===== config.mk =====
export PLATFORM = sky130hd
export DESIGN_NAME = mdio_autopoll
export DESIGN_NICKNAME = d
export VERILOG_FILES = /design/src/rtl/mdio_poll_pkg.sv /design/src/rtl/mdc_divider.sv /design/src/rtl/poll_gap_timer.sv /design/src/rtl/mdio_frame_seq.sv /design/src/rtl/status_tracker.sv /design/src/rtl/mdio_autopoll.sv
export SDC_FILE = /design/constraint.sdc
export NUM_CORES = 1
export LEC_CHECK = 0
export CAP_MARGIN = 25
export CORE_UTILIZATION = 45
export CTS_BUF_LIST = sky130_fd_sc_hd__clkbuf_4
export DETAILED_ROUTE_END_ITERATION = 8
export DONT_BUFFER_PORTS = 1
export SLEW_MARGIN = 0
export SYNTH_ARGS = -nofsm -noshare
export SYNTH_HDL_FRONTEND = slang
export SYNTH_SLANG_ARGS = --single-unit

===== constraint.sdc =====
create_clock -name clk -period 3.4 [get_ports clk]
set_input_delay 0.17 -clock clk [delete_from_list [all_inputs] [get_ports clk]]
set_output_delay 0.17 -clock clk [all_outputs]
set_load 0.05 [all_outputs]

===== src/rtl/mdio_poll_pkg.sv =====
package mdio_poll_pkg;

    localparam int unsigned ADDR_W   = 5;
    localparam int unsigned DATA_W   = 16;
    localparam int unsigned PRE_BITS = 32;
    localparam int unsigned TA_BITS  = 2;
    localparam int unsigned HDR_BITS = PRE_BITS + 4 + 2 * ADDR_W;
    localparam int unsigned CNT_W    = $clog2(HDR_BITS);

    typedef enum logic [1:0] {
        PH_IDLE,
        PH_HDR,
        PH_TURN,
        PH_DATA
    } phase_e;

    typedef struct packed {
        phase_e              ph;
        logic [CNT_W-1:0]    cnt;
        logic [HDR_BITS-1:0] hdr;
        logic [DATA_W-1:0]   rx;
        logic                mdo;
        logic                oe;
    } seq_state_t;

    // Header in wire order: preamble, start 01, read opcode 10, PHY, register.
    function automatic logic [HDR_BITS-1:0] make_header(
        input logic [ADDR_W-1:0] phy,
        input logic [ADDR_W-1:0] regad
    );
        return {{PRE_BITS{1'b1}}, 2'b01, 2'b10, phy, regad};
    endfunction

endpackage


===== src/rtl/mdc_divider.sv =====
module mdc_divider #(
    parameter int unsigned DIV = 40
) (
    input  logic clk,
    input  logic rst_n,
    input  logic run,
    output logic mdc,
    output logic rise_tick,
    output logic fall_tick
);

    localparam int unsigned HALF = DIV / 2;
    localparam int unsigned CW   = $clog2(DIV);

    typedef struct packed {
        logic [CW-1:0] cnt;
        logic          mdc;
    } div_t;

    div_t div_d, div_q;

    always_comb begin
        div_d     = div_q;
        rise_tick = 1'b0;
        fall_tick = 1'b0;
        if (!run) begin
            div_d.cnt = '0;
            div_d.mdc = 1'b0;
        end else if (div_q.cnt == CW'(DIV - 1)) begin
            div_d.cnt = '0;
            div_d.mdc = 1'b0;
            fall_tick = 1'b1;
        end else begin
            div_d.cnt = div_q.cnt + CW'(1);
            if (div_q.cnt == CW'(HALF - 1)) begin
                div_d.mdc = 1'b1;
                rise_tick = 1'b1;
            end
        end
    end

    always_ff @(posedge clk or negedge rst_n) begin
        if (!rst_n) begin
            div_q <= '0;
        end else begin
            div_q <= div_d;
        end
    end

    assign mdc = div_q.mdc;

endmodule


===== src/rtl/poll_gap_timer.sv =====
module poll_gap_timer #(
    parameter int unsigned SEL_W     = 3,
    parameter int unsigned BASE_LOG2 = 4
) (
    input  logic             clk,
    input  logic             rst_n,
    input  logic             run,
    input  logic             fall_tick,
    input  logic             frame_done,
    input  logic [SEL_W-1:0] gap_sel,
    output logic             go
);

    localparam int unsigned MAX_LOG2 = (1 << SEL_W) - 1 + BASE_LOG2;
    localparam int unsigned GAP_W    = MAX_LOG2 + 1;

    typedef struct packed {
        logic             fresh;
        logic             counting;
        logic [GAP_W-1:0] gcnt;
    } gap_t;

    gap_t gap_d, gap_q;
    logic [GAP_W-1:0] gap_len;

    always_comb begin
        if (gap_sel == '0) begin
            gap_len = '0;
        end else begin
            gap_len = GAP_W'(1) << (int'(gap_sel) + BASE_LOG2);
        end
    end

    always_comb begin
        gap_d = gap_q;
        go    = 1'b0;
        if (!run) begin
            gap_d.fresh    = 1'b1;
            gap_d.counting = 1'b0;
            gap_d.gcnt     = '0;
        end else if (gap_q.fresh) begin
            go          = 1'b1;
            gap_d.fresh = 1'b0;
        end else if (frame_done) begin
            if (gap_len == '0) begin
                go = 1'b1;
            end else begin
                gap_d.counting = 1'b1;
                gap_d.gcnt     = gap_len;
            end
        end else if (gap_q.counting && fall_tick) begin
            if (gap_q.gcnt == GAP_W'(1)) begin
                go             = 1'b1;
                gap_d.counting = 1'b0;
                gap_d.gcnt     = '0;
            end else begin
                gap_d.gcnt = gap_q.gcnt - GAP_W'(1);
            end
        end
    end

    always_ff @(posedge clk or negedge rst_n) begin
        if (!rst_n) begin
            gap_q <= '{fresh: 1'b1, counting: 1'b0, gcnt: '0};
        end else begin
            gap_q <= gap_d;
        end
    end

endmodule


===== src/rtl/mdio_frame_seq.sv =====
module mdio_frame_seq
    import mdio_poll_pkg::*;
#(
    parameter int unsigned POLL_REG = 1
) (
    input  logic              clk,
    input  logic              rst_n,
    input  logic              run,
    input  logic              go,
    input  logic              rise_tick,
    input  logic              fall_tick,
    input  logic [ADDR_W-1:0] phy_addr,
    input  logic              mdio_i,
    output logic              mdio_o,
    output logic              mdio_oe,
    output logic              frame_done,
    output logic [DATA_W-1:0] rx_word
);

    localparam logic [ADDR_W-1:0] REG_ADDR = ADDR_W'(POLL_REG);

    seq_state_t s_d, s_q;
    logic [HDR_BITS-1:0] fresh_hdr;

    assign fresh_hdr  = make_header(phy_addr, REG_ADDR);
    assign frame_done = (s_q.ph == PH_DATA) && fall_tick
                        && (s_q.cnt == CNT_W'(DATA_W - 1));

    always_comb begin
        s_d = s_q;
        if (!run) begin
            s_d.ph  = PH_IDLE;
            s_d.cnt = '0;
            s_d.mdo = 1'b0;
            s_d.oe  = 1'b0;
        end else begin
            if ((s_q.ph == PH_DATA) && rise_tick) begin
                s_d.rx = {s_q.rx[DATA_W-2:0], mdio_i};
            end
            unique case (s_q.ph)
                PH_IDLE: begin
                    if (go) begin
                        s_d.ph  = PH_HDR;
                        s_d.cnt = '0;
                        s_d.hdr = fresh_hdr;
                        s_d.mdo = fresh_hdr[HDR_BITS-1];
                        s_d.oe  = 1'b1;
                    end
                end
                PH_HDR: begin
                    if (fall_tick) begin
                        if (s_q.cnt == CNT_W'(HDR_BITS - 1)) begin
                            s_d.ph  = PH_TURN;
                            s_d.cnt = '0;
                            s_d.mdo = 1'b0;
                            s_d.oe  = 1'b0;
                        end else begin
                            s_d.cnt = s_q.cnt + CNT_W'(1);
                            s_d.hdr = s_q.hdr << 1;
                            s_d.mdo = s_q.hdr[HDR_BITS-2];
                        end
                    end
                end
                PH_TURN: begin
                    if (fall_tick) begin
                        if (s_q.cnt == CNT_W'(TA_BITS - 1)) begin
                            s_d.ph  = PH_DATA;
                            s_d.cnt = '0;
                        end else begin
                            s_d.cnt = s_q.cnt + CNT_W'(1);
                        end
                    end
                end
                PH_DATA: begin
                    if (frame_done) begin
                        if (go) begin
                            s_d.ph  = PH_HDR;
                            s_d.cnt = '0;
                            s_d.hdr = fresh_hdr;
                            s_d.mdo = fresh_hdr[HDR_BITS-1];
                            s_d.oe  = 1'b1;
                        end else begin
                            s_d.ph  = PH_IDLE;
                            s_d.cnt = '0;
                        end
                    end else if (fall_tick) begin
                        s_d.cnt = s_q.cnt + CNT_W'(1);
                    end
                end
                default: s_d.ph = PH_IDLE;
            endcase
        end
    end

    always_ff @(posedge clk or negedge rst_n) begin
        if (!rst_n) begin
            s_q <= '{ph: PH_IDLE, cnt: '0, hdr: '0, rx: '0, mdo: 1'b0, oe: 1'b0};
        end else begin
            s_q <= s_d;
        end
    end

    assign mdio_o  = s_q.mdo;
    assign mdio_oe = s_q.oe;
    assign rx_word = s_q.rx;

endmodule


===== src/rtl/status_tracker.sv =====
module status_tracker #(
    parameter int unsigned WORD_W   = 16,
    parameter int unsigned LINK_BIT = 2
) (
    input  logic              clk,
    input  logic              rst_n,
    input  logic              frame_done,
    input  logic [WORD_W-1:0] rx_word,
    output logic [WORD_W-1:0] status_word,
    output logic              status_chg,
    output logic              link_up
);

    typedef struct packed {
        logic [WORD_W-1:0] word;
        logic              chg;
    } stat_t;

    stat_t st_d, st_q;

    always_comb begin
        st_d     = st_q;
        st_d.chg = 1'b0;
        if (frame_done) begin
            st_d.word = rx_word;
            st_d.chg  = (rx_word != st_q.word);
        end
    end

    always_ff @(posedge clk or negedge rst_n) begin
        if (!rst_n) begin
            st_q <= '0;
        end else begin
            st_q <= st_d;
        end
    end

    assign status_word = st_q.word;
    assign status_chg  = st_q.chg;
    assign link_up     = st_q.word[LINK_BIT];

endmodule


===== src/rtl/mdio_autopoll.sv =====
module mdio_autopoll
    import mdio_poll_pkg::*;
#(
    parameter int unsigned MDC_DIV  = 40,
    parameter int unsigned GAP_SEL_W = 3,
    parameter int unsigned POLL_REG = 1
) (
    input  logic                 clk,
    input  logic                 rst_n,
    input  logic                 poll_en,
    input  logic [ADDR_W-1:0]    phy_addr,
    input  logic [GAP_SEL_W-1:0] gap_sel,
    output logic                 mdc,
    output logic                 mdio_o,
    output logic                 mdio_oe,
    input  logic                 mdio_i,
    output logic [DATA_W-1:0]    status_word,
    output logic                 status_chg,
    output logic                 link_up
);

    logic rise_tick;
    logic fall_tick;
    logic go;
    logic frame_done;
    logic [DATA_W-1:0] rx_word;

    mdc_divider #(.DIV(MDC_DIV)) div_i (
        .clk       (clk),
        .rst_n     (rst_n),
        .run       (poll_en),
        .mdc       (mdc),
        .rise_tick (rise_tick),
        .fall_tick (fall_tick)
    );

    poll_gap_timer #(.SEL_W(GAP_SEL_W), .BASE_LOG2(4)) gap_i (
        .clk        (clk),
        .rst_n      (rst_n),
        .run        (poll_en),
        .fall_tick  (fall_tick),
        .frame_done (frame_done),
        .gap_sel    (gap_sel),
        .go         (go)
    );

    mdio_frame_seq #(.POLL_REG(POLL_REG)) seq_i (
        .clk        (clk),
        .rst_n      (rst_n),
        .run        (poll_en),
        .go         (go),
        .rise_tick  (rise_tick),
        .fall_tick  (fall_tick),
        .phy_addr   (phy_addr),
        .mdio_i     (mdio_i),
        .mdio_o     (mdio_o),
        .mdio_oe    (mdio_oe),
        .frame_done (frame_done),
        .rx_word    (rx_word)
    );

    status_tracker #(.WORD_W(DATA_W), .LINK_BIT(2)) stat_i (
        .clk         (clk),
        .rst_n       (rst_n),
        .frame_done  (frame_done),
        .rx_word     (rx_word),
        .status_word (status_word),
        .status_chg  (status_chg),
        .link_up     (link_up)
    );

endmodule


Word level (Yosys, flattened, before mapping) --
Index checks and enable logic that the tools add are counted.
Operators by class: shifts and indexed selects 1, equal/unequal tests 28, add/sub/neg operators 4, reduce and logical (&&, ||, !) cells 16, muxes and demuxes 47
Operator list (number):
- $pmux W45 S3 | 1
- $mux W54 | 2
- $mux W45 | 2
- $mux W13 | 4
- $mux W46 | 1
- $pmux W8 S4 | 1
- $shl A1 B32 Y12 const A | 1
- $mux W12 | 2
- $mux W6 | 4
- $mux W7 | 3
- $mux W1 | 16
- $mux W8 | 2
- $ne A16 B16 Y1 | 1
- $ne A3 B3 Y1 const B | 5
- $mux W14 | 1
- $mux W2 | 7
- $add A6 B1 Y6 const B | 2
- $eq A12 B1 Y1 const B | 1
- $eq A6 B6 Y1 const B | 2
- $logic_not A12 Y1 | 1
- $ne A2 B2 Y1 const B | 6
- $reduce_and A4 Y1 | 3
- $sub A12 B1 Y12 const B | 1
- $ne A3 B1 Y1 const B | 3
- other kinds (18) | 24
Storage, ports and cells: word-level logic and storage cells 109, input port bits 12, register bits after elaboration 109, output and inout port bits 21

Depth between registers and ports, before layout --
Gate-level depths: netlist of the first run.
depth in word-level cells 12, depth in mapped cells 9, gate-level depth less buffers 7

By module --
A second synthesis of the first run with hierarchy kept.
Second synthesis, totals: cells, all modules 456, area total of the unflattened synthesis 5343.9 um^2
Modules (own cells, without submodules):
- mdio_frame_seq | cells each 257, sequential area each 1776.7 um^2, instances 1, area an instance 3226.8 um^2
- poll_gap_timer | cells each 109, sequential area each 351.6 um^2, instances 1, area an instance 972.2 um^2
- status_tracker | cells each 57, sequential area each 425.4 um^2, instances 1, area an instance 809.5 um^2
- mdc_divider | cells each 33, sequential area each 175.2 um^2, instances 1, area an instance 335.3 um^2

Least setup slack after synthesis of the first run --
Ideal clock, no wire load.
path type reg2reg, from register seq_i.s_q[70] (netlist bit), to register seq_i.s_q[26] (netlist bit), path buffers 2, data arrival time 2.337 ns, clock period less this slack 2.462 ns, required time 3.275 ns, setup time 0.125 ns, stages on the path, launching flop included 9, path slack 0.938 ns, cells stage by stage dfrtp_1 ha_1 buf_4 nor3b_4 nand4_2 a221o_1 a21oi_4 buf_12 mux2_4
On the way: cells in the longest elaborated chain, start to end 8, elaborated cells between the ends (all ways) 16, classes of those cells eq/ne (7); mux (4); reduce/logical (5)
Ends and longest elaborated chain:
- from (decl) | line mdio_frame_seq.sv:22 | seq_state_t s_d, s_q;
- from (signal assigned) | line mdio_frame_seq.sv:97 | s_q <= '{ph: PH_IDLE, cnt: '0, hdr: '0, rx: '0, mdo: 1'b0, oe: 1'b0};
- $eq A2 B2 Y1 | line mdio_frame_seq.sv:26, mdio_frame_seq.sv:40
- $logic_and A1 B1 Y1 | line mdio_frame_seq.sv:26 | assign frame_done = (s_q.ph == PH_DATA) && fall_tick
- $logic_and A1 B1 Y1 | line mdio_frame_seq.sv:27 | && (s_q.cnt == CNT_W'(DATA_W - 1));
- $mux W1 | line poll_gap_timer.sv:44 | end else if (frame_done) begin
- $mux W1 | line poll_gap_timer.sv:41 | end else if (gap_q.fresh) begin
- $mux W1 | line poll_gap_timer.sv:37 | if (!run) begin
- $ne A2 B2 Y1 (no line)
- $reduce_and A7 Y1 (no line)
Parallel ways exist; a longest one is shown, timed or not. A chain may end at the register's enable or synchronous reset.

Worst setup path after layout of the first run --
from register seq_i.s_q[70] (netlist bit), to register gap_i.gap_q[10] (netlist bit)
On the way: cells in the longest elaborated chain, start to end 6, elaborated cells between the ends (all ways) 9, classes of those cells eq/ne (3); mux (3); reduce/logical (3)
Ends and longest elaborated chain:
- $eq A2 B2 Y1 * | line mdio_frame_seq.sv:26
- $logic_and A1 B1 Y1 * | line mdio_frame_seq.sv:26
- $logic_and A1 B1 Y1 * | line mdio_frame_seq.sv:27
- $mux W13 | line poll_gap_timer.sv:44
- $mux W13 | line poll_gap_timer.sv:41
- $mux W14 | line poll_gap_timer.sv:37
- to (signal assigned) | line poll_gap_timer.sv:64 | gap_q <= '{fresh: 1'b1, counting: 1'b0, gcnt: '0};
- to (signal assigned) | line poll_gap_timer.sv:66 | gap_q <= gap_d;
- to (decl) | line poll_gap_timer.sv:23 | gap_t gap_d, gap_q;
Every way passes the cells marked *; elsewhere a longest branch is shown, timed or not. The select of a mux whose other input is x is not followed.

==> results of run 1 <==
-- stage by stage --
stage / hold WS, ns / cell area (µm²) / util, % / setup WS (ns) / total power [mW]
after floorplan: -0.126 / 5770 / - / 0.938 / 2.46
after global placement: -0.123 / 5910 / 47.0 / 0.585 / 2.56
after detailed placement: -0.123 / 5910 / 47.0 / 0.506 / 2.59
after CTS: 0.0199 / 6230 / 49.6 / 0.415 / 3.38
after global routing: 0.0240 / 6230 / 49.6 / 0.224 / 3.55
final: 0.0514 / 6230 / 49.6 / 0.398 / 3.35
-- layer usage --
layer,part of all wire (%),up-vias,GRT usage [%]
li1,-,1861,-
met1,48,1897,24.6
met2,46,67,28.6
met3,3.6,12,3.06
met4,1.8,0,7.79
met5,0,-,0
-- synthesized netlist by cell type (3+ instances only) --
master | n | share of area [%]
a211o_1 | 3 | 0.46
a211oi_1 | 3 | 0.39
a21oi_1 | 8 | 0.69
a31oi_1 | 4 | 0.43
a32o_1 | 5 | 0.87
and2_1 | 3 | 0.33
and3_1 | 5 | 0.54
buf_1 | 3 | 0.20
buf_12 | 4 | 1.4
buf_2 | 3 | 0.26
buf_6 | 3 | 0.59
clkbuf_1 | 10 | 0.65
dfrtp_1 | 108 | 47
ha_1 | 9 | 2.0
inv_1 | 20 | 1.3
mux2_2 | 26 | 5.1
mux2_4 | 34 | 8.8
mux2i_1 | 8 | 1.4
nand2_1 | 73 | 4.7
nand2b_1 | 37 | 4.0
nand3_1 | 13 | 1.1
nand4_1 | 7 | 0.76
nor2_1 | 21 | 1.4
nor3_1 | 8 | 0.69
nor4_1 | 4 | 0.43
o211ai_1 | 5 | 0.65
o21ai_0 | 13 | 1.1
o22ai_1 | 4 | 0.43
o2bb2ai_1 | 3 | 0.46
o311a_1 | 3 | 0.52
o32ai_1 | 3 | 0.46
or4_1 | 3 | 0.39
xnor2_1 | 18 | 2.7
-- what timing repair did --
action | in CTS | in global routing
endpoints found under the hold margin | 140 | 0
hold buffers | 14 | 0
resized for setup | 0 | 0
-- kinds of logic after synthesis --
logic type,count (synthesis),share of synthesized area [%]
buffers and inverters,45,4.64
AOI/OAI and AO/OA,72,9.58
DFF,109,47.3
xor gates and xnor gates,20,3.03
muxes,68,15.3
adders and majority gates,9,1.95
and+or+nand+nor,196,18.2
-- power by group --
group / switching (mW) / internal, mW / total (mW)
logic: 0.552 / 0.502 / 1.05
clock network: 0.433 / 0.305 / 0.738
registers: 0.131 / 1.43 / 1.56
total: 1.12 / 2.23 / 3.35
-- registers in the layout, summed over array words and instances (netlist names) --
register / flops
seq_i.mdio_o: 1
seq_i.mdio_oe: 1
stat_i.status_word: 16
gap_i.gap_q: 14
div_i.mdc: 1
div_i.div_q: 6
seq_i.s_q: 53
seq_i.rx_word: 16
stat_i.status_chg: 1
-- layout make-up --
| type | count | area [µm²] | share of cell area, % |
|---|---|---|---|
| Antenna cell | 1 | 2.50 | 0.0402 |
| Clock buffer | 10 | 75.1 | 1.20 |
| Clock inverter | 6 | 87.6 | 1.41 |
| Inverter | 20 | 75.1 | 1.20 |
| Multi-Input combinational cell | 365 | 2780 | 44.6 |
| Sequential cell | 109 | 2730 | 43.8 |
| Tap cell | 172 | 215 | 3.45 |
| Timing Repair Buffer | 25 | 265 | 4.26 |
-- critical path, delay by kind of cell (launching register included) --
kind,cells,cell delay (ns)
AOI/OAI and AO/OA,1,0.07
adders and majority gates,1,0.38
buffers and inverters,1,0.58
DFF,1,0.46
and+or+nand+nor,4,1.46
-- cell usage in the layout, fill, tap and decap left out, types with 10 or more instances in the layout --
master           n
clkbuf_4        10
dfrtp_1        108
dlygate4sd3_1   13
inv_1           20
mux2_2          26
mux2_4          34
nand2_1         73
nand2b_1        37
nand3_1         13
nor2_1          21
o21ai_0         13
xnor2_1         18
-- worst min path at each step --
stage,start,endpoint,slack [ns],cells past startpoint
2_1_floorplan,rst_n,div_i.div_q[1],-0.13,0
3_3_place_gp,rst_n,stat_i.status_word[8],-0.12,0
3_5_place_dp,rst_n,stat_i.status_word[12],-0.12,0
4_1_cts,gap_sel[0],gap_i.gap_q[5],0.02,3
5_1_grt,gap_sel[0],gap_i.gap_q[7],0.02,2
6_report,gap_sel[0],gap_i.gap_q[5],0.05,3
==> metrics.md, run 1 <==
| Metric | Value |
|---|---|
| Post-CTS Repair Setup Buffers | `0` |
| Via Count | `3837` |
| Layout area overhead | `7.93%` |
| Synth Cell Area | `0.00577 mm²` |
| CP max stage cell | `or4b_2` |
| Setup CP Type | `flip-flop to flip-flop` |
| Post-Route WL | `11.0 mm` |
| Gpl congestion | `0.818` |
| Vias in the first global route | `3854` |
| Final Max Tran Viols | `0` |
| CP cell instances | `ha_1 > nor3b_4 > and4_1 > nand2_1 > or4b_2 > dlygate4sd3_1 > o21ai_1` |
| Netlist cell types | `68` |
| CP max stage delay | `0.61 ns` |
| TNS Setup | `0 ns` |
| Die width | `115 µm` |
| Mapped Cells | `519` |
| Worst Setup SP | `seq_i.s_q[70]` |
| H-tree level count | `3` |
| Leakage | `2.64 nW` |
| Crit path to | `gap_i.gap_q[10]` |
| Async S/R FF share, synth | `100%` |
| DR vias/cell | `5.42` |
| Core area | `0.0126 mm²` |
| Num CTS Buffers | `9` |
| Hold crit path type | `input pin to flip-flop` |
| Fmax | `0.333 GHz` |
| # fillers | `1134` |
| Max_cap viols | `0` |
| Clock skew | `0.0152 ns` |
| Starting Density | `45.9%` |
| Post-route minimum period | `3.00 ns` |
| Wirelength per Cell | `15.6 µm` |
| Average size of a mapped cell | `11.1 µm²` |
| Final nets | `551` |
| CP arrival | `3.42 ns` |
| PwrDens | `538 mW/mm²` |
| R2r endpoint | `gap_i.gap_q[10]` |
| Clock-pin slew on the worst setup and hold paths | `0.16 ns` |
| Synth Net Count | `540` |
| Hpwl dp | `7.07 mm` |
| Number of synthesized flops with an enable pin | `0` |
| R2R depth | `7` |
| First-pass GRT wire length | `18.7 mm` |
| Die ar. | `0.0133 mm²` |
| Status | `completed` |
| #FFs+latches synth | `109` |
| GR Util All Layers | `18.1%` |
| Peak fanout along the critical path | `10` |
| Worst vdd ir | `0.000307 V` |
| Hold Fails Final Rpt | `0` |
| DRC errors left | `0` |
| ANT nets after route | `0` |
| Layout Cells excl Fill | `708` |
| DR iter-0 viols | `177` |
| Clk sink count | `109` |
| Worst-case clock buffer depth | `2` |
| Crit end category | `flip-flop` |
| CTS root buffer | `clkbuf_4` |
| R2R Path Start | `seq_i.s_q[70]` |
| Critical Path Source Type | `flip-flop` |
| Req. time, crit path | `3.82 ns` |
| Port bufs | `0` |
| Slew margin rel. | `47.1%` |
| CTS tree | `built` |
| Final setup fails | `0` |
| Worst slew pin tran | `0.791 ns` |
| Share of layout cells above drive strength 1 | `18.7%` |
| Later-pin clock latency in the skew report | `0.48 ns` |
| Leading register cell type out of synthesis | `dfrtp_1` |
| Sequential area share after synthesis | `47.3%` |
| Synth Warn # | `0` |
| Initial antenna violation count | `0` |
| Largest net degree at the start of global routing | `110` |
| Grt total ovfl | `0` |
| I/O pin count | `33` |
| First-pass DRT Iterations | `5` |
| Final period util | `88.3%` |
| R2R Setup Slk | `0.40 ns` |
| Placed Cells | `677` |
| RSZ-0062 raised after global routing | `no` |
| Std-Cell Rows | `41` |
| Die height | `115 µm` |
Note: power is estimated with default switching activity, not from simulation.
==> run 2, diff against run 1 <==
CORE_UTILIZATION = 55   (was 45)
PLACE_DENSITY = 0.7   (was default)
==> run 2 against run 1 <==
Effect of this change: non-clock buffer count shrank 4; clock power shrank 2.8%; wire length shrank 3.8%; largest cell class unchanged; sequential cell count is the same; die area shrank 18%; sequential power is essentially flat; final cell count shrank 5.9%.
==> metrics.md, run 2 (synthesis gave the netlist of run 1 again) <==
| Metric | Value |
|---|---|
| Post-Route WL | `10.6 mm (was 11.0 mm)` |
| Critical Path Source Type | `flip-flop (unchanged)` |
| Worst slew pin tran | `1.02 ns (was 0.791 ns)` |
| Share of layout cells above drive strength 1 | `17.7% (was 18.7%)` |
| PwrDens | `535 mW/mm² (was 538 mW/mm²)` |
| Die height | `104 µm (was 115 µm)` |
| Die width | `104 µm (was 115 µm)` |
| Placed Cells | `637 (was 677)` |
| Wirelength per Cell | `15.9 µm (was 15.6 µm)` |
| Leakage | `2.62 nW (was 2.64 nW)` |
| ANT nets after route | `0 (unchanged)` |
| DR vias/cell | `5.71 (was 5.42)` |
| CTS root buffer | `clkbuf_4 (unchanged)` |
| Most common cell after layout, fill and taps aside | `dfrtp_1 (unchanged)` |
| CP max stage delay | `0.60 ns (was 0.61 ns)` |
| Hold crit path type | `input pin to flip-flop (unchanged)` |
| Starting Density | `56.4% (was 45.9%)` |
| Total Power | `3.28 mW (was 3.35 mW)` |
| Num CTS Buffers | `9 (unchanged)` |
| Final setup fails | `0 (unchanged)` |
| Status | `completed (unchanged)` |
| Sequential cell area | `0.00273 mm² (unchanged)` |
| Hpwl dp | `6.64 mm (was 7.07 mm)` |
| Hold Startpoint | `gap_sel[0] (unchanged)` |
| Core area | `0.0102 mm² (was 0.0126 mm²)` |
| Peak fanout along the critical path | `10 (unchanged)` |
| Final period util | `84.4% (was 88.3%)` |
| Dpl ws | `0.645 ns (was 0.506 ns)` |
| Post_cts resized | `0 (unchanged)` |
| DRC errors left | `0 (unchanged)` |
| RSZ-0062 raised after global routing | `no (unchanged)` |
| Die ar. | `0.0109 mm² (was 0.0133 mm²)` |
| Layout Cells excl Fill | `666 (was 708)` |
| Final nets | `547 (was 551)` |
| Clock-pin slew on the worst setup and hold paths | `0.16 ns (about the same)` |
| Area of the multi-input gates | `0.00278 mm² (unchanged)` |
| CP max stage cell | `or4b_2 (unchanged)` |
| Vias in the first global route | `3859 (was 3854)` |
| Max FFs per register | `53 (unchanged)` |
| Port bufs | `0 (unchanged)` |
| Crit end category | `flip-flop (unchanged)` |
| DR iter-0 viols | `179 (was 177)` |
| CP arrival | `3.28 ns (was 3.42 ns)` |
| Clk sink count | `109 (unchanged)` |
| Grt total ovfl | `0 (unchanged)` |
| Largest net degree at the start of global routing | `110 (unchanged)` |
| CTS Hold Bufs | `14 (unchanged)` |
| Std-Cell Rows | `37 (was 41)` |
| Req. time, crit path | `3.81 ns (was 3.82 ns)` |
| Initial antenna violation count | `0 (unchanged)` |
| Buf+Inv Stages, Crit Path | `1 (unchanged)` |
| # fillers | `837 (was 1134)` |
| Fmax | `0.349 GHz (was 0.333 GHz)` |
| CTS tree | `built (unchanged)` |
| Worst vdd ir | `0.000381 V (was 0.000307 V)` |
| Post-route minimum period | `2.87 ns (was 3.00 ns)` |
| Post-CTS Repair Setup Buffers | `0 (unchanged)` |
| Max_cap viols | `0 (unchanged)` |
| Clock skew | `0.0172 ns (was 0.0152 ns)` |
| CP top delay family | `simple AND/OR/NAND/NOR gates (unchanged)` |
| Commonest cells after routing, fill and taps aside | `dfrtp_1, nand2_1, nand2b_1 (unchanged)` |
| Later-pin clock latency in the skew report | `0.47 ns (was 0.48 ns)` |
| Hold Fails Final Rpt | `0 (unchanged)` |
| Final Max Tran Viols | `0 (unchanged)` |
| First-pass DRT Iterations | `4 (was 5)` |
| Gpl congestion | `0.884 (was 0.818)` |
| Top reg by flops | `seq_i.s_q (unchanged)` |
| R2R Path Start | `seq_i.s_q[70] (unchanged)` |
| Worst-case clock buffer depth | `2 (unchanged)` |
| CP cell instances | `ha_1 > nor3b_4 > and4_1 > nand2_1 > or4b_2 > dlygate4sd3_1 > o21ai_1 (unchanged)` |
| H-tree level count | `3 (unchanged)` |
| First-pass GRT wire length | `18.7 mm (about the same)` |
| I/O pin count | `33 (unchanged)` |
| Final setup margin | `0.531 ns (was 0.398 ns)` |
| Ant. Diodes | `0 (was 1)` |
| Setup CP Type | `flip-flop to flip-flop (unchanged)` |
| Layout area overhead | `6.18% (was 7.93%)` |
| Via Count | `3801 (was 3837)` |
| Hold WS | `0.0351 ns (was 0.0514 ns)` |
| TNS Setup | `0 ns (unchanged)` |
| GR Util All Layers | `21.4% (was 18.1%)` |
| Slew margin rel. | `31.3% (was 47.1%)` |
| Worst Setup SP | `seq_i.s_q[70] (unchanged)` |
run 2: cell count changes in the layout (fill, tap and decap cells not counted), sizes merged:
cell	change
clkinv	+1
diode	-1
buf	-4
clkinvlp	-2
run 2: cell type report:
class	count	share of cell area (%)
Multi-Input combinational cell	365	45.4
Sequential cell	109	44.5
Timing Repair Buffer	21	3.63
Tap cell	136	2.78
Clock inverter	5	1.25
Clock buffer	10	1.22
Inverter	20	1.22
run 2: metrics by stage:
step           cell area [µm²]  utilization (%)
2_1_floorplan             5770                -
3_3_place_gp              5820             56.9
3_5_place_dp              5820             56.9
4_1_cts                   6130             59.9
5_1_grt                   6130             59.9
6_report                  6130             59.9
run 2: path summary, 6_finish.rpt:
kind                                      to  slack, ns  cells after the start
max                          gap_i.gap_q[10]       0.53                      7
min                           gap_i.gap_q[5]       0.04                      3
max reg2reg                  gap_i.gap_q[10]       0.53                      7
min reg2reg                   div_i.div_q[1]       0.49                      1
max in group asynchronous      seq_i.s_q[64]       2.70                      2
min in group asynchronous  stat_i.status_chg       0.30                      2
run 2: report_power, final:
group / switching (mW) / internal (mW) / total, mW / leakage (nW)
Combinational: 0.537 / 0.471 / 1.01 / 1.21
Sequential: 0.129 / 1.43 / 1.56 / 1.33
Clock: 0.417 / 0.300 / 0.717 / 0.0799
Total: 1.08 / 2.20 / 3.28 / 2.62
run 2: tightest hold or removal path, stage by stage:
cell	delay (ns)
nor3b_1	0.11
nand3_1	0.07
o221ai_1	0.10
run 2: metal layers:
metal | wire length, µm | vias up | global-route usage, %
li1 | - | 1847 | -
met3 | 387 | 20 | 3.95
met2 | 4780 | 69 | 32.7
met1 | 5200 | 1865 | 29.6
met5 | 0 | - | 0
met4 | 255 | 0 | 9.80
==> run 3, diff against run 2 <==
PLACE_DENSITY = 0.73   (was 0.7)
clock period = 2.55 ns   (was 3.4 ns; I/O delays follow)
==> run 3 against run 2 <==
Effect of this change: sequential share of layout area is 0.55 points lower; first-iteration DRC count is 12% higher; final cell count is 1.7% higher; highest routed layer unchanged.
==> metrics.md, run 3 (synthesis gave the netlist of run 1 again) <==
| Metric | Value |
|---|---|
| Status | `completed (unchanged)` |
| Initial antenna violation count | `0 (unchanged)` |
| Hold WS | `0.0397 ns (was 0.0351 ns)` |
| Final Max Tran Viols | `0 (unchanged)` |
| Share of layout cells above drive strength 1 | `20.3% (was 17.7%)` |
| Sequential cell area | `0.00273 mm² (unchanged)` |
| Placed Cells | `648 (was 637)` |
| CTS tree | `built (unchanged)` |
| Setup CP Type | `flip-flop to flip-flop (unchanged)` |
| Most common cell after layout, fill and taps aside | `dfrtp_1 (unchanged)` |
| Max FFs per register | `53 (unchanged)` |
| Largest net degree at the start of global routing | `110 (unchanged)` |
| Total Power | `4.36 mW (was 3.28 mW)` |
| RSZ-0062 raised after global routing | `no (unchanged)` |
| Die width | `104 µm (unchanged)` |
| Top reg by flops | `seq_i.s_q (unchanged)` |
| DRC errors left | `0 (unchanged)` |
| TNS Setup | `0 ns (unchanged)` |
| Die height | `104 µm (unchanged)` |
| Layout area overhead | `7.50% (was 6.18%)` |
| Later-pin clock latency in the skew report | `0.47 ns (about the same)` |
| Grt total ovfl | `0 (unchanged)` |
| Hpwl dp | `7.04 mm (was 6.64 mm)` |
| R2R Setup Slk | `0.14 ns (was 0.53 ns)` |
| Fin area | `0.00621 mm² (was 0.00613 mm²)` |
| Final setup margin | `0.143 ns (was 0.531 ns)` |
| H-tree level count | `3 (unchanged)` |
| CTS root buffer | `clkbuf_4 (unchanged)` |
| Final period util | `94.4% (was 84.4%)` |
| First-pass DRT Iterations | `4 (unchanged)` |
| Final nets | `557 (was 547)` |
| Crit end category | `flip-flop (unchanged)` |
| DR iter-0 viols | `200 (was 179)` |
| Area of the multi-input gates | `0.00278 mm² (about the same)` |
| Leakage | `2.66 nW (was 2.62 nW)` |
| Fmax | `0.415 GHz (was 0.349 GHz)` |
| Post-route minimum period | `2.41 ns (was 2.87 ns)` |
| First-pass GRT wire length | `18.7 mm (about the same)` |
| GR Util All Layers | `21.5% (was 21.4%)` |
| Ant. Diodes | `0 (unchanged)` |
| Critical Path Source Type | `flip-flop (unchanged)` |
| Port bufs | `0 (unchanged)` |
| # fillers | `822 (was 837)` |
| CP max stage cell | `dfrtp_1 (was or4b_2)` |
| Worst slew pin tran | `0.794 ns (was 1.02 ns)` |
| Clk sink count | `109 (unchanged)` |
| Commonest cells after routing, fill and taps aside | `dfrtp_1, nand2_1, nand2b_1 (unchanged)` |
| Post-layout util | `60.7% (was 59.9%)` |
| Max_cap viols | `0 (unchanged)` |
| I/O pin count | `33 (unchanged)` |
| Hold Crit Depth | `3 (unchanged)` |
| DR vias/cell | `5.78 (was 5.71)` |
| Std-Cell Rows | `37 (unchanged)` |
| Worst vdd ir | `0.000443 V (was 0.000381 V)` |
| CP arrival | `2.77 ns (was 3.28 ns)` |
| Via Count | `3913 (was 3801)` |
| Wirelength per Cell | `15.8 µm (was 15.9 µm)` |
| Gpl congestion | `0.862 (was 0.884)` |
| Die ar. | `0.0109 mm² (unchanged)` |
| Peak fanout along the critical path | `20 (was 10)` |
| Dpl ws | `0.0459 ns (was 0.645 ns)` |
| Req. time, crit path | `2.92 ns (was 3.81 ns)` |
| CP cell instances | `ha_1 > nor3b_4 > nand4_2 > a221o_1 > a21oi_4 > buf_8 > mux2_2 (was ha_1 > nor3b_4 > and4_1 > nand2_1 > or4b_2 > dlygate4sd3_1 > o21ai_1)` |
| Layout Cells excl Fill | `677 (was 666)` |
| CP max stage delay | `0.47 ns (was 0.60 ns)` |
| Placed inst area | `0.00590 mm² (was 0.00582 mm²)` |
| Post-Route WL | `10.7 mm (was 10.6 mm)` |
| Hold Fails Final Rpt | `0 (unchanged)` |
| ANT nets after route | `0 (unchanged)` |
| Clock-pin slew on the worst setup and hold paths | `0.17 ns (was 0.16 ns)` |
| R2R depth | `7 (unchanged)` |
| Vias in the first global route | `3865 (was 3859)` |
| Hold crit path type | `input pin to flip-flop (unchanged)` |
| Num CTS Buffers | `9 (unchanged)` |
| PwrDens | `703 mW/mm² (was 535 mW/mm²)` |
| Worst-case clock buffer depth | `2 (unchanged)` |
| Clock skew | `0.0183 ns (was 0.0172 ns)` |
| Worst path depth | `7 (unchanged)` |
| Core area | `0.0102 mm² (unchanged)` |
| Slew margin rel. | `46.9% (was 31.3%)` |
| Final setup fails | `0 (unchanged)` |
| Starting Density | `56.4% (unchanged)` |
| Buf+Inv Stages, Crit Path | `1 (unchanged)` |
| CP top delay family | `compound AO/OA/AOI/OAI gates (was simple AND/OR/NAND/NOR gates)` |
run 3: worst paths after layout:
kind | startpoint | endpoint
setup / recovery | seq_i.s_q[70] | seq_i.s_q[62]
min in group asynchronous | rst_n | stat_i.status_word[12]
hold reg to reg | div_i.div_q[1] | div_i.div_q[1]
max in group asynchronous | rst_n | seq_i.s_q[27]
setup reg to reg | seq_i.s_q[70] | seq_i.s_q[62]
hold / removal | gap_sel[2] | gap_i.gap_q[11]
run 3: area by class of cell:
type                       instances  area share, %
clock inverter                     7           1.31
multi-input combinational        365           44.8
inverter                          20           1.21
tap                              136           2.74
timing repair buffer              31           4.84
clock buffer                       9           1.09
sequential                       109           44.0
run 3: power breakdown:
group / internal [mW] / switching, mW / total [mW]
clock: 0.312 / 0.592 / 0.904
combinational: 0.656 / 0.733 / 1.39
sequential: 1.90 / 0.168 / 2.07
run 3: per-layer routing:
metal / global-route usage [%] / vias to the layer above / part of all wire [%]
met5: 0 / - / 0
met4: 10.1 / 0 / 2.2
met3: 3.63 / 20 / 4.0
met2: 33.1 / 75 / 47
met1: 29.7 / 1936 / 47
li1: - / 1882 / -
run 3: worst reg2reg max path: cells and delay by family, from the launching register on:
kind | cells | cell delay (ns)
AO/OA/AOI/OAI | 2 | 0.58
flip-flops | 1 | 0.47
AND/OR/NAND/NOR | 2 | 0.43
multiplexers | 1 | 0.37
buffers and inverters | 1 | 0.25
adder cells (fa/ha/maj) | 1 | 0.21
run 3: timing repair:
| action | 4_1_cts | 5_1_grt |
|---|---|---|
| setup buffers | 0 | 1 |
| hold buffers | 12 | 0 |
| gates resized for setup | 0 | 4 |
| hold endpoints to repair | 140 | 0 |
| endpoints found under the setup margin | 0 | 21 |
